===== config.mk =====
export PLATFORM = sky130hd
export DESIGN_NAME = chirp_sweep_gen
export DESIGN_NICKNAME = d
export VERILOG_FILES = /design/src/rtl/chirp_pkg.sv /design/src/rtl/chirp_ctl_pick.sv /design/src/rtl/chirp_clamp_step.sv /design/src/rtl/chirp_dwell.sv /design/src/rtl/chirp_sweep_gen.sv
export SDC_FILE = /design/constraint.sdc
export NUM_CORES = 1
export LEC_CHECK = 0
export BUFFER_PORTS_ARGS = -buffer_cell sky130_fd_sc_hd__buf_4
export CAP_MARGIN = 20
export CORE_UTILIZATION = 30
export CTS_CLUSTER_SIZE = 28
export DETAILED_ROUTE_END_ITERATION = 10
export GPL_ROUTABILITY_DRIVEN = 0
export PLACE_DENSITY = 0.49
export RECOVER_POWER = 25
export SYNTH_ARGS = -nofsm -noshare
export SYNTH_HDL_FRONTEND = slang
export SYNTH_HIERARCHICAL = 1
export SYNTH_SLANG_ARGS = --single-unit

===== constraint.sdc =====
create_clock -name clk -period 5.3 [get_ports clk]
set_input_delay 0.53 -clock clk [delete_from_list [all_inputs] [get_ports clk]]
set_output_delay 0.53 -clock clk [all_outputs]
set_load 0.01 [all_outputs]

===== src/rtl/chirp_pkg.sv =====
package chirp_pkg;
    localparam int unsigned RATE_W_DFLT = 8;
    localparam int unsigned FREQ_W_DFLT = 32;

    typedef enum logic {
        DIR_UP   = 1'b0,
        DIR_DOWN = 1'b1
    } sweep_dir_e;
endpackage


===== src/rtl/chirp_ctl_pick.sv =====
module chirp_ctl_pick
    import chirp_pkg::*;
#(
    parameter int unsigned RATE_W = RATE_W_DFLT,
    parameter int unsigned FREQ_W = FREQ_W_DFLT,
    localparam int unsigned CTL_W = RATE_W + FREQ_W
) (
    input  logic              dir_dn,
    input  logic [CTL_W-1:0]  rise_ctl,
    input  logic [CTL_W-1:0]  fall_ctl,
    output logic [RATE_W-1:0] dwell,
    output logic [FREQ_W-1:0] delta
);
    logic [CTL_W-1:0]  active;
    logic [RATE_W-1:0] raw_rate;

    always_comb begin
        active   = (sweep_dir_e'(dir_dn) == DIR_DOWN) ? fall_ctl : rise_ctl;
        raw_rate = active[CTL_W-1:FREQ_W];
        delta    = active[FREQ_W-1:0];
        // a zero dwell count is promoted to one
        dwell    = (raw_rate == '0) ? RATE_W'(1) : raw_rate;
    end
endmodule


===== src/rtl/chirp_clamp_step.sv =====
module chirp_clamp_step
    import chirp_pkg::*;
#(
    parameter int unsigned FREQ_W = FREQ_W_DFLT,
    parameter bit          GO_UP  = 1'b1
) (
    input  logic [FREQ_W-1:0] cur,
    input  logic [FREQ_W-1:0] delta,
    input  logic [FREQ_W-1:0] limit,
    output logic [FREQ_W-1:0] nxt
);
    // one extra bit catches the carry or the borrow
    logic [FREQ_W:0] wide;

    generate
        if (GO_UP) begin : g_up
            always_comb begin
                wide = {1'b0, cur} + {1'b0, delta};
                nxt  = (wide > {1'b0, limit}) ? limit : wide[FREQ_W-1:0];
            end
        end else begin : g_dn
            always_comb begin
                wide = {1'b0, cur} - {1'b0, delta};
                if (wide[FREQ_W] || (wide[FREQ_W-1:0] < limit))
                    nxt = limit;
                else
                    nxt = wide[FREQ_W-1:0];
            end
        end
    endgenerate
endmodule


===== src/rtl/chirp_dwell.sv =====
module chirp_dwell
    import chirp_pkg::*;
#(
    parameter int unsigned RATE_W = RATE_W_DFLT
) (
    input  logic              clk,
    input  logic              rst_n,
    input  logic              run,
    input  logic              restart,
    input  logic [RATE_W-1:0] dwell,
    output logic              step
);
    typedef struct packed {
        logic [RATE_W-1:0] cnt;
    } dwell_st_t;

    dwell_st_t       st_d, st_q;
    logic [RATE_W:0] cnt_inc;

    always_comb begin
        st_d    = st_q;
        step    = 1'b0;
        cnt_inc = {1'b0, st_q.cnt} + {{RATE_W{1'b0}}, 1'b1};
        if (!run || restart) begin
            st_d.cnt = '0;
        end else if (cnt_inc >= {1'b0, dwell}) begin
            step     = 1'b1;
            st_d.cnt = '0;
        end else begin
            st_d.cnt = cnt_inc[RATE_W-1:0];
        end
    end

    always_ff @(posedge clk) begin
        if (!rst_n) st_q <= '0;
        else        st_q <= st_d;
    end
endmodule


===== src/rtl/chirp_sweep_gen.sv =====
module chirp_sweep_gen
    import chirp_pkg::*;
#(
    parameter int unsigned RATE_W = RATE_W_DFLT,
    parameter int unsigned FREQ_W = FREQ_W_DFLT,
    localparam int unsigned CTL_W = RATE_W + FREQ_W
) (
    input  logic              clk,
    input  logic              rst_n,
    input  logic              sweep_en,
    input  logic              sweep_dn,
    input  logic [FREQ_W-1:0] lo_word,
    input  logic [FREQ_W-1:0] hi_word,
    input  logic [CTL_W-1:0]  rise_ctl,
    input  logic [CTL_W-1:0]  fall_ctl,
    output logic [FREQ_W-1:0] tune_word
);
    typedef struct packed {
        logic [FREQ_W-1:0] tune;
        logic              dir;
    } gen_st_t;

    gen_st_t           st_d, st_q;
    logic [RATE_W-1:0] dwell;
    logic [FREQ_W-1:0] delta;
    logic              step;
    logic              dir_flip;
    logic [FREQ_W-1:0] cand [2];

    assign dir_flip = (sweep_dn != st_q.dir);

    chirp_ctl_pick #(.RATE_W(RATE_W), .FREQ_W(FREQ_W)) pick_i (
        .dir_dn   (sweep_dn),
        .rise_ctl (rise_ctl),
        .fall_ctl (fall_ctl),
        .dwell    (dwell),
        .delta    (delta)
    );

    chirp_dwell #(.RATE_W(RATE_W)) dwell_i (
        .clk     (clk),
        .rst_n   (rst_n),
        .run     (sweep_en),
        .restart (dir_flip),
        .dwell   (dwell),
        .step    (step)
    );

    // index 0 climbs toward hi_word, index 1 descends toward lo_word
    for (genvar g = 0; g < 2; g++) begin : g_clamp
        chirp_clamp_step #(.FREQ_W(FREQ_W), .GO_UP(g == 0)) clamp_i (
            .cur   (st_q.tune),
            .delta (delta),
            .limit ((g == 0) ? hi_word : lo_word),
            .nxt   (cand[g])
        );
    end

    always_comb begin
        st_d     = st_q;
        st_d.dir = sweep_dn;
        if (!sweep_en)
            st_d.tune = lo_word;
        else if (step)
            st_d.tune = (sweep_dir_e'(sweep_dn) == DIR_DOWN) ? cand[1] : cand[0];
    end

    always_ff @(posedge clk) begin
        if (!rst_n) st_q <= '0;
        else        st_q <= st_d;
    end

    assign tune_word = st_q.tune;
endmodule


==> results.md <==
* Cell variety after synth at 89
* Post-DP Area at 12,600 µm²
* Diodes inserted at 0
* Top area cells in the synthesized netlist: ha_1 (18%), dfxtp_1 (8.6%), mux2_2 (5.0%)
* Die Y at 180 µm
* Layout cells sized above 1 at 40.4%
* Total GRT Usage at 20.1%
* Post-synth EDFFs at 0
* Ports at 180
* Starting Density at 30.8%
* Crit Path Max Fanout at 7
* DR vias at 9,857
* Fin area at 13,400 µm²
* Filler Cell Count at 3,112
* Syn Area/Cell at 8.15 µm²
* Mux share of post-synthesis cell area at 13.7%
* Number of global-route vias before repair at 9,745
* Largest family of logic cells by synthesized area: compound AO/OA/AOI/OAI gates
* Actual slew at the worst max-slew pin at 704 ps
* Hold Path Class: in -> reg
* Compound-Gate Fraction of Synth Area at 24.5%
* Die ar. at 32,600 µm²
* Simple-Gate Fraction of Synth Area at 18.5%
* Grt ovf at 0
* CTS Hold Bufs at 0
* Period Utilization, post-route at 100%
* RSZ-0062 raised after global routing: yes
* Syn-to-layout area delta at 40.5%
* Register area share after synthesis at 8.59%
* Final worst-path setup slack at -22.8 ps
* CP top delay family: compound AO/OA/AOI/OAI gates
* Yosys top cell area share at 17.8%
* Max transition margin at 53.0%
* Synth Cell Area at 9550 µm²
* # rows at 64
* Failing checks: negative setup slack
* CTS Buf Count at 5
* Final setup viols at 8
* Port bufs at 179
* HPWL Detailed at 27,700 µm
* Buf/Inv on CP at 7
* Count leader, synth: ha_1
* Routed len/inst at 17.5 µm
* Post-synth top area cell: ha_1
* CP max stage cell: fa_2
* CTS root buffer: clkbuf_16
* Kind of end point of the critical path: register
* Synth Area in XOR/XNOR at 4.95%
* Status: finished with violations
* Hold slack final at 482 ps
* Async SR Flop Fraction at 0%
* Die X-Extent at 180 µm
* First-pass GRT wire length at 52,000 µm
* Cell Pwr Density at 196 nW/µm²
* Post-Synth Adder-Cell Area at 18.2%
* Final hold violation count at 0
* Mapped Cells at 1,172
* Clock Latency Late Sink at 300 ps
* Final Max Tran Viols at 0
* FF+latch count, synth at 41
* DRT Pass-1 Iters at 5
* Max Clk Rate at 188 MHz
* Skew final at 5.51 ps
* TritonCTS clock tree: built
* CTS sink cnt at 41
* Iter 0 DRT Violations at 486
* Peak supply drop at 158 µV
* Detailed Route WL at 33,700 µm
* Most used DFF post-synth: dfxtp_1
* Largest net degree at the start of global routing at 68
* Crit path launch type: primary input
* Pleak at 6.62 nW
* Drt drc at 0
* Critical Path RT at 5470 ps
* Setup TNS at -108 ps
* WP data arrival at 5490 ps
* Final ANT Viol Nets at 0
* Fin nets at 1,813
* Max clock buf depth at 2
* MaxCap Viol Count at 0
* Yosys warns at 6
* Setup CP Type: in -> reg
* H-tree level count at 2
* Final total power at 2.63 mW
* Max incr delay on CP at 410 ps
* Final min period at 5320 ps
* Syn_nets at 1,458
* Synth top cells by count: ha_1 (136), inv_1 (124), nand2_1 (87), a21oi_1 (77), o21ai_0 (59)
* Post-DR vias/cell at 5.12
* Clock Pin Slew Worst Setup and Hold Paths at 70 ps
* Core footprint at 31,000 µm²
* Initial antenna violation count at 0
* Critical Path Most Common Cell: buf_4
==> placed cells by master (no fill, tap or decap), types with 7 or more instances in the layout <==
master and count:
nand3_1 35, o21ai_1 12, inv_1 123, clkbuf_16 7, xnor2_1 30, o211ai_1 8, and3_1 9, nand4_1 21
a21o_1 33, and2_1 8, nand3b_1 34, dfxtp_1 41, buf_4 399, o221ai_2 30, nor3_1 18, a21oi_2 9
clkbuf_1 10, a21oi_1 69, o21a_1 8, o21ai_0 46, xor2_1 21, buf_12 12, mux2i_1 28, ha_4 7
nor3b_2 9, and4_1 7, nand2_1 85, nand2b_1 7, nor2_1 43, ha_1 129, mux2_4 27, mux2_2 38
mux2_1 14
==> final timing paths <==
kind / start / end / slack, ps / cells after the start
max reg2reg: tune_word[0]$_SDFFE_PN0P_ / tune_word[29]$_SDFFE_PN0P_ / 410 / 22
min reg2reg: dwell_i/st_q[0]$_SDFF_PP0_ / dwell_i/st_q[0]$_SDFF_PP0_ / 530 / 1
max: sweep_dn / tune_word[29]$_SDFFE_PN0P_ / -20 / 25
min: lo_word[15] / tune_word[15]$_SDFFE_PN0P_ / 480 / 3
==> through the flow <==
step / util [%] / worst slack, ps / instances
floorplan: - / 2.19 / 1172
global placement: 40.8 / -668 / 1897
detailed placement: 40.8 / -728 / 1897
CTS: 42.0 / 0.204 / 1916
global route: 43.3 / -188 / 1924
finish: 43.3 / -22.8 / 1924
==> layout make-up <==
class	count	area [µm²]	area share [%]
clock buffer	7	143	1.06
timing repair buffer	426	3370	25.1
inverter	124	465	3.47
sequential	41	821	6.12
multi-input combinational	929	8100	60.3
tap	396	495	3.69
clock inverter	1	30.0	0.224
==> logic make-up after synthesis <==
group | Yosys count
mux | 112
simple gates | 317
xor+xnor | 54
compound gates | 308
flops | 41
fa+ha+maj | 138
buf+inv | 202
==> metal layers <==
metal	GRT usage, %	part of all wire [%]	wire, µm	vias up
met4	5.13	1.9	627	0
met1	26.6	47	15900	4634
met5	0	0	0	-
li1	-	-	-	5012
met2	35.2	48	16200	181
met3	1.48	2.8	958	30
==> worst min-delay path: stages <==
cell,delay [ps]
buf_4,90
nand3b_1,80
o221ai_2,60
==> timing repair <==
action                     CTS  global route
setup buffers               11             8
cloned                       0             2
pin swaps                    9            22
resized for setup           27            73
setup endpoints to repair   32            32
==> registers in the layout, indices dropped and copies added, names as in the netlist <==
| signal | count |
|---|---|
| dwell_i/st_q | 8 |
| tune_word | 32 |
| st_q | 1 |
==> power by group <==
| group | leakage, nW | switching (mW) | total [mW] | internal [mW] |
|---|---|---|---|---|
| clock network | 0.0841 | 0.144 | 0.380 | 0.236 |
| registers | 0.337 | 0.0243 | 0.348 | 0.324 |
| logic | 6.20 | 0.923 | 1.90 | 0.979 |
Note: power is estimated with default switching activity, not from simulation.
